[config.mk]
export PLATFORM = sky130hd
export DESIGN_NAME = gmac_unit
export DESIGN_NICKNAME = d
export VERILOG_FILES = /design/src/rtl/gmac_pkg.sv /design/src/rtl/gmac_mult.sv /design/src/rtl/gmac_accum.sv /design/src/rtl/gmac_narrow.sv /design/src/rtl/gmac_unit.sv
export SDC_FILE = /design/constraint.sdc
export NUM_CORES = 1
export LEC_CHECK = 0
export ABC_CLOCK_PERIOD_IN_PS = 11470
export CAP_MARGIN = 10
export CORE_UTILIZATION = 45
export CTS_BUF_LIST = sky130_fd_sc_hd__clkbuf_8
export DETAILED_ROUTE_END_ITERATION = 10
export PLACE_DENSITY = 0.62
export SKIP_CTS_REPAIR_TIMING = 1
export SLEW_MARGIN = 10
export SYNTH_ARGS = -nofsm -noshare
export SYNTH_HDL_FRONTEND = slang
export SYNTH_SLANG_ARGS = --single-unit
[constraint.sdc]
create_clock -name clk -period 11.47 [get_ports clk]
set_input_delay 2.294 -clock clk [delete_from_list [all_inputs] [get_ports clk]]
set_output_delay 2.294 -clock clk [all_outputs]
set_load 0.02 [all_outputs]
[src/rtl/gmac_pkg.sv]
package gmac_pkg;
  localparam int unsigned WORD_W  = 16;
  localparam int unsigned GUARD_W = 8;

  typedef enum logic {
    NARROW_TRUNC = 1'b0,
    NARROW_ROUND = 1'b1
  } narrow_mode_e;
endpackage

[src/rtl/gmac_mult.sv]
module gmac_mult #(
  parameter int unsigned DW   = 16,
  parameter int unsigned ACCW = 40
) (
  input  logic [DW-1:0]   a,
  input  logic [DW-1:0]   b,
  output logic [ACCW-1:0] prod
);
  localparam int unsigned PW = 2 * DW;
  localparam int unsigned XW = ACCW - PW;

  logic signed [PW-1:0] full;
  logic [ACCW-1:0]      ext;

  always_comb begin
    full = $signed(a) * $signed(b);
    ext  = {{XW{full[PW-1]}}, full};
    // drop the duplicated sign bit: Q2.30 -> Q1.31 in a wide word
    prod = {ext[ACCW-2:0], 1'b0};
  end
endmodule

[src/rtl/gmac_accum.sv]
module gmac_accum #(
  parameter int unsigned ACCW = 40
) (
  input  logic            clk,
  input  logic            rst,
  input  logic            vld,
  input  logic            clr,
  input  logic [ACCW-1:0] prod,
  output logic [ACCW-1:0] acc_d,
  output logic [ACCW-1:0] acc_q
);
  always_comb begin
    if (clr)      acc_d = vld ? prod : '0;
    else if (vld) acc_d = acc_q + prod;
    else          acc_d = acc_q;
  end

  always_ff @(posedge clk) begin
    if (rst) acc_q <= '0;
    else     acc_q <= acc_d;
  end

  // idle cycle keeps the sum
  a_r10_hold: assert property (@(posedge clk) disable iff (rst)
    (!$past(rst) && !$past(vld) && !$past(clr)) |-> $stable(acc_q));

  // clear with valid loads the product
  a_r4_clr_load: assert property (@(posedge clk) disable iff (rst)
    (!$past(rst) && $past(vld) && $past(clr)) |-> acc_q == $past(prod));

  // clear alone empties the sum
  a_r4_clr_zero: assert property (@(posedge clk) disable iff (rst)
    (!$past(rst) && !$past(vld) && $past(clr)) |-> acc_q == '0);

  // one accumulate per valid cycle
  a_r1_accumulate: assert property (@(posedge clk) disable iff (rst)
    (!$past(rst) && $past(vld) && !$past(clr)) |-> acc_q == $past(acc_q) + $past(prod));
endmodule

[src/rtl/gmac_narrow.sv]
module gmac_narrow
  import gmac_pkg::*;
#(
  parameter int unsigned DW   = 16,
  parameter int unsigned ACCW = 40
) (
  input  logic [ACCW-1:0] acc,
  input  narrow_mode_e    mode,
  output logic [DW-1:0]   y,
  output logic            sat
);
  localparam int unsigned SH = DW;            // Q?.31 -> Q?.15
  localparam int unsigned EW = ACCW + 1;      // room for the rounding carry
  localparam int unsigned QW = EW - SH;       // width after dropping fraction
  localparam logic [DW-1:0] MAXC = {1'b0, {(DW-1){1'b1}}};
  localparam logic [DW-1:0] MINC = {1'b1, {(DW-1){1'b0}}};
  localparam logic [EW-1:0] HALF = EW'(1) << (SH - 1);

  logic signed [EW-1:0] accx;
  logic signed [EW-1:0] biased;
  logic signed [QW-1:0] q;
  logic                 fits;

  always_comb begin
    accx   = $signed({acc[ACCW-1], acc});
    biased = (mode == NARROW_ROUND) ? accx + $signed(HALF) : accx;
    q      = QW'(biased >>> SH);
    fits   = (q[QW-1:DW-1] == '0) || (q[QW-1:DW-1] == '1);
    sat    = !fits;
    if (fits)       y = q[DW-1:0];
    else if (q[QW-1]) y = MINC;
    else            y = MAXC;
  end
endmodule

[src/rtl/gmac_unit.sv]
module gmac_unit
  import gmac_pkg::*;
#(
  parameter int unsigned DW    = WORD_W,
  parameter int unsigned GUARD = GUARD_W
) (
  input  logic          clk,
  input  logic          rst,
  input  logic          in_vld,
  input  logic          in_clr,
  input  logic          rnd_mode,
  input  logic [DW-1:0] din_a,
  input  logic [DW-1:0] din_b,
  output logic [DW-1:0] dout,
  output logic          sat_flag
);
  localparam int unsigned ACCW = 2 * DW + GUARD;
  localparam logic [DW-1:0] MAXC = {1'b0, {(DW-1){1'b1}}};
  localparam logic [DW-1:0] MINC = {1'b1, {(DW-1){1'b0}}};
  localparam logic signed [ACCW-1:0] PMAX = ACCW'(1) <<< (2 * DW - 1);

  logic [ACCW-1:0] prod;
  logic [ACCW-1:0] acc_d;
  logic [ACCW-1:0] acc_q;
  logic [DW-1:0]   y_d;
  logic            sat_d;
  narrow_mode_e    mode;

  assign mode = narrow_mode_e'(rnd_mode);

  gmac_mult #(.DW(DW), .ACCW(ACCW)) u_mult (
    .a(din_a), .b(din_b), .prod(prod)
  );

  gmac_accum #(.ACCW(ACCW)) u_accum (
    .clk(clk), .rst(rst), .vld(in_vld), .clr(in_clr),
    .prod(prod), .acc_d(acc_d), .acc_q(acc_q)
  );

  gmac_narrow #(.DW(DW), .ACCW(ACCW)) u_narrow (
    .acc(acc_d), .mode(mode), .y(y_d), .sat(sat_d)
  );

  always_ff @(posedge clk) begin
    if (rst) begin
      dout     <= '0;
      sat_flag <= 1'b0;
    end else begin
      dout     <= y_d;
      sat_flag <= (in_clr ? 1'b0 : sat_flag) | sat_d;
    end
  end

  // doubled product stays within +-1.0 in Q1.31
  a_r2_prod_range: assert property (@(posedge clk) disable iff (rst)
    ($signed(prod) <= PMAX) && ($signed(prod) >= -PMAX));

  // a fresh saturation shows a limit code
  a_r7_sat_code: assert property (@(posedge clk) disable iff (rst)
    $rose(sat_flag) |-> (dout == MAXC || dout == MINC));

  // flag is sticky until a clear
  a_r8_sticky: assert property (@(posedge clk) disable iff (rst)
    (!$past(rst) && $past(sat_flag) && !$past(in_clr)) |-> sat_flag);
endmodule

==> flow_metrics.env, run 1 <==
export IMPL_io_buffers=53
export IMPL_synth_nets=2348
export IMPL_clk_latency_ns=0.33
export IMPL_synth_fa_ha_area_share_pct=42.5
export IMPL_grt_pass1_vias=15400
export IMPL_synth_top_family_by_area="adder cells"
export IMPL_cts_sinks=56
export IMPL_cts_tree="done"
export IMPL_post_drt_wl_per_cell_um=17.7
export IMPL_multi_input_area_mm2=0.0141
export IMPL_hp_start="u_accum.acc_q[8]"
export IMPL_worst_path_most_repeated_cell="fa_1"
export IMPL_fin_skew_ns=0.00968
export IMPL_dr_pass1_iters=5
export IMPL_placementRows=68
export IMPL_ys_ff_latch=56
export IMPL_tightest_slew_ns=0.928
export IMPL_synth_warnings=0
export IMPL_worst_endpoint_required_ns=11.71
export IMPL_cp_max_fo=8
export IMPL_syn_area_per_cell_um2=8.28
export IMPL_ys_seq_area_share_pct=7.03
export IMPL_slowest_delay_ns=0.54
export IMPL_ctsLongestPathBuffers=2
export IMPL_vias=14900
export IMPL_stdcell_area_mm2=0.0209
export IMPL_cts_buffers=5
export IMPL_synth_cell_type_count=90
export IMPL_final_setup_viol_count=0
export IMPL_min_path_type="flip-flop to flip-flop"
export IMPL_synth_simple_gate_area_share_pct=20.2
export IMPL_yosys_top_cells_area="fa_1 33%, ha_1 9.5%, inv_1 7.2%"
export IMPL_drt_initial_drc_count=965
export IMPL_die_height_um=190
export IMPL_async_flop_share_pct=0
export IMPL_cp_arrival_ns=11.49
export IMPL_setup_worst_path_end_class="flip-flop"
export IMPL_place_gp_congestion=0.933
export IMPL_core_mm2=0.0347
export IMPL_gr_usage_met1_pct=36.6
export IMPL_hold_depth=2
export IMPL_synth_largest_area_cell="fa_1"
export IMPL_globalRouteMet2Util_pct=47.4
export IMPL_met3_usage_pct=1.05
export IMPL_relSlewSlack_pct=38.1
export IMPL_num_fill_cells=3099
export IMPL_cap_violations=0
export IMPL_worstSetupStartpointType="input pin"
export IMPL_drtAntennaViolNets=0
export IMPL_grt_start_max_net_pins=58
export IMPL_cp_top_family="adder cells"
export IMPL_slew_viol_final=0
export IMPL_grt_overflow_total=0
export IMPL_place_area_mm2=0.0195
export IMPL_insertedDiodeCount=0
export IMPL_status="finished clean"
export IMPL_root_buffer="clkbuf_8"
export IMPL_synthXorXnorAreaFrac_pct=3.57
export IMPL_cp_depth=37
export IMPL_grt_usage_pct=26.8
export IMPL_areaGrowthSynthToFinish_pct=31.3
export IMPL_grt_first_pass_wirelength_um=78500
export IMPL_synth_top_area_share_pct=33.0
export IMPL_startpoint="din_b[10]"
export IMPL_antenna_found_initial=0
export IMPL_io_pin_count=54
export IMPL_nets=2718
export IMPL_synth_compound_area_share_pct=16.2
export IMPL_r2r_start="u_accum.acc_q[7]"
export IMPL_via_per_inst=5.43
export IMPL_path_clk_slew_ns=0.11
export IMPL_synth_area_mux_share_pct=0.949
export IMPL_grt_busiest_layer="met2"
export IMPL_period_needed_ns=11.24
export IMPL_fmax_mhz=88.9
export IMPL_dieArea_mm2=0.0362
export IMPL_criticalPathCategory="input pin to flip-flop"
export IMPL_cts_max_level=2
export IMPL_die_w_um=190
export IMPL_synthCells=1927
export IMPL_drc=0
export IMPL_syn_cell_area_mm2=0.0159
export IMPL_wirelength_um=48800
export IMPL_start_util_pct=45.9
export IMPL_period_share_pct=98.0
export IMPL_drive_gt1_share_pct=25.9
export IMPL_path_buf_inv=10
export IMPL_synthFlopType="dfxtp_1"
export IMPL_dpl_hpwl_um=39500
export IMPL_synth_edf_count=0
export IMPL_seq_area_mm2=0.00112
export IMPL_crit_slowest_cell="fa_1"
export IMPL_reg2regPathDepth=16
export IMPL_finalHoldViolations=0
final timing paths:
path | slack (ns) | to
hold / removal | 0.52 | u_accum.acc_q[8]
setup reg to reg | 6.61 | dout[10]
hold reg to reg | 0.52 | u_accum.acc_q[8]
setup / recovery | 0.23 | dout[10]
kinds of logic (layout without fill, tap and decap cells):
family | after synthesis | count (layout)
DFF | 56 | 56
buffers and inverters | 399 | 770
muxes | 15 | 15
xor gates and xnor gates | 65 | 65
adders and majority gates | 384 | 384
AOI/OAI and AO/OA | 373 | 373
and+or+nand+nor | 635 | 635
registers in the layout, summed over array words and instances (netlist names):
signal,count
dout,16
sat_flag,1
u_accum.acc_q,39
worst reg2reg max path, delay by kind of cell (launching register included):
family / cells / cell delay, ns
simple gates: 6 / 1.89
compound gates: 7 / 1.86
buf+inv: 2 / 0.32
flops: 1 / 0.34
fa+ha+maj: 1 / 0.37
stage by stage:
step	hold slack (ns)	util (%)	setup TNS [ns]	setup WS (ns)	instances
2_1_floorplan	0.462	-	0	0.227	1927
3_3_place_gp	0.477	56.2	-9.31	-0.584	2699
3_5_place_dp	0.492	56.2	-8.50	-0.541	2699
4_1_cts	0.520	56.5	-4.51	-0.314	2707
5_1_grt	0.563	60.3	-1.35	-0.104	2753
6_report	0.516	60.3	0	0.227	2753
cells in the final DEF (no fill, tap or decap), drive strengths merged, types with 5 or more instances in the layout:
cell and instances:
buf 400, inv 308, fa 263, nand2 202
and2 140, ha 121, nor2 105, a21oi 96
o21ai 73, dfxtp 56, xnor2 41, nor3 36
clkdlybuf4s50 30, nand3 27, xor2 24, a21o 22
nand4 22, o211ai 22, o31ai 22, dlymetal6s2s 21
nand2b 18, or3 18, o21a 17, a211oi 16
a22oi 15, and3 14, mux2i 14, nor2b 11
a31oi 11, or2 9, clkbuf 9, o21bai 8
nor4 8, o211a 7, o221ai 7, a211o 6
o2111ai 6, o22ai 5
cell usage after synthesis (13+ instances only):
library cell	n
mux2i_1	14
ha_1	121
nand2b_1	18
a211oi_1	16
and3_1	13
nor3_1	36
and2_1	139
nand3_1	27
o21ai_0	69
dfxtp_1	56
a21oi_1	95
nor2_1	105
a22oi_1	15
a21o_1	22
nand2_1	201
fa_1	263
xnor2_1	41
xor2_1	24
or3_1	18
clkbuf_1	72
inv_1	306
o21a_1	17
nand4_1	22
o211ai_1	21
per-layer routing:
metal | routed length [um] | share of wire [%]
met5 | 0 | 0
met4 | 1010 | 2.1
met3 | 1850 | 3.8
met2 | 24400 | 50
met1 | 21500 | 44
final cells by class:
type                            count  area share [%]
Multi-Input combinational cell   1472            67.5
Clock buffer                        5           0.329
Clock inverter                      3           0.119
Inverter                          307            5.50
Sequential cell                    56            5.35
Tap cell                          455            2.72
Timing Repair Buffer              455            18.5
Power of run 1 is not shown: default switching activity piles up to over one toggle a cycle in this logic, so the estimate is an artifact.
==> inputs of run 2 (changes only) <==
--- a/config.mk
+++ b/config.mk
@@ -10,7 +10,6 @@
 export CORE_UTILIZATION = 45
 export CTS_BUF_LIST = sky130_fd_sc_hd__clkbuf_8
 export DETAILED_ROUTE_END_ITERATION = 10
-export PLACE_DENSITY = 0.62
 export SKIP_CTS_REPAIR_TIMING = 1
 export SLEW_MARGIN = 10
 export SYNTH_ARGS = -nofsm -noshare
==> flow_metrics.env, run 2 (synthesis results as in run 1) <==
export IMPL_status="finished clean"
export IMPL_multi_input_area_mm2=0.0140
export IMPL_post_drt_wl_per_cell_um=17.0
export IMPL_final_setup_viol_count=0
export IMPL_tightest_slew_ns=0.818
export IMPL_insertedDiodeCount=0
export IMPL_start_util_pct=45.9
export IMPL_wirelength_um=47300
export IMPL_cp_arrival_ns=11.45
export IMPL_seq_area_mm2=0.00112
export IMPL_core_mm2=0.0347
export IMPL_slew_viol_final=0
export IMPL_worst_path_most_repeated_cell="buf_4"
export IMPL_largest_reg_flops=39
export IMPL_worst_endpoint_required_ns=11.74
export IMPL_via_per_inst=5.28
export IMPL_fin_skew_ns=0.0219
export IMPL_placementRows=68
export IMPL_top_register="u_accum.acc_q"
export IMPL_cts_tree="done"
export IMPL_met3_length_um=1500
export IMPL_die_height_um=190
export IMPL_num_fill_cells=3123
export IMPL_finish_utilization_pct=60.9
export IMPL_grt_usage_pct=26.3
export IMPL_finalHoldViolations=0
export IMPL_dpl_cell_count=2732
export IMPL_min_path_type="flip-flop to flip-flop"
export IMPL_cts_max_level=2
export IMPL_dieArea_mm2=0.0362
export IMPL_grt_start_max_net_pins=53
export IMPL_crit_slowest_cell="clkdlybuf4s50_1"
export IMPL_fin_hold_ws_ns=0.495
export IMPL_period_share_pct=97.5
export IMPL_grt_overflow_total=0
export IMPL_period_needed_ns=11.18
export IMPL_setup_worst_path_end_class="flip-flop"
export IMPL_drc=0
export IMPL_nets=2752
export IMPL_drt_met1_wl_um=21600
export IMPL_most_common_layout_cells="389 x buf_4, 294 x inv_1, 252 x fa_1"
export IMPL_relSlewSlack_pct=45.5
export IMPL_cp_max_fo=8
export IMPL_cts_buffers=5
export IMPL_drive_gt1_share_pct=26.6
export IMPL_dr_pass1_iters=5
export IMPL_io_buffers=53
export IMPL_cap_violations=0
export IMPL_worstSetupStartpointType="input pin"
export IMPL_dpl_hpwl_um=38800
export IMPL_io_pin_count=54
export IMPL_dr_wl_met2_um=23100
export IMPL_die_w_um=190
export IMPL_areaGrowthSynthToFinish_pct=32.6
export IMPL_slowest_delay_ns=0.62
export IMPL_fmax_mhz=89.4
export IMPL_criticalPathCategory="input pin to flip-flop"
export IMPL_stdcell_area_mm2=0.0212
export IMPL_reg_largest_list="u_accum.acc_q x39, dout x16, sat_flag x1"
export IMPL_vias=14700
export IMPL_ctsLongestPathBuffers=2
export IMPL_antenna_found_initial=0
export IMPL_stdcell_count=2787
export IMPL_place_area_mm2=0.0197
export IMPL_final_common_cell="buf_4"
export IMPL_grt_pass1_vias=15100
export IMPL_place_gp_congestion=0.947
export IMPL_grt_first_pass_wirelength_um=76700
export IMPL_drt_initial_drc_count=755
export IMPL_clk_latency_ns=0.36
export IMPL_drtAntennaViolNets=0
export IMPL_cts_sinks=56
export IMPL_root_buffer="clkbuf_8"
export IMPL_top_layer_used="met4"
export IMPL_path_clk_slew_ns=0.12
[run 2: cell types whose count changed in the layout (fill, tap and decap cells not counted), sizes merged]
cell | before | now
buf | 400 | 434
clkdlybuf4s50 | 30 | 22
dlymetal6s2s | 21 | 29
clkinvlp | 1 | 0
inv | 308 | 309
[run 2: stage by stage]
step / setup WS, ns / setup TNS, ns
3_5_place_dp: -0.869 / -13.41
5_1_grt: -0.0275 / -0.106
3_3_place_gp: -0.811 / -13.04
2_1_floorplan: 0.227 / 0
6_report: 0.285 / 0
4_1_cts: -0.626 / -8.94
[run 2: final cells by class]
class	instances	area share (%)
sequential	56	5.30
timing repair buffer	489	19.7
clock inverter	3	0.136
clock buffer	5	0.325
tap	455	2.69
multi-input combinational	1472	66.4
inverter	307	5.46
[run 2: worst max-delay path, delay by kind of cell]
family | cells | cell delay, ns
adders and majority gates | 8 | 3.19
and+or+nand+nor | 7 | 1.47
buffers and inverters | 12 | 2.07
AOI/OAI and AO/OA | 11 | 2.23
xor gates and xnor gates | 1 | 0.17
[run 2: worst paths after layout]
check	slack [ns]	startpoint	cells past startpoint	to
max	0.29	din_a[0]	39	dout[5]
min	0.49	sat_flag	2	sat_flag
max reg2reg	6.51	u_accum.acc_q[7]	17	dout[5]
min reg2reg	0.49	sat_flag	2	sat_flag
[run 2: layer usage]
layer  track usage, %  vias up
li1                 -     7138
met2             45.6      292
met5                0        -
met4             5.54        0
met1             36.2     7231
met3             1.45       62
Power of run 2 is left out for the same reason.
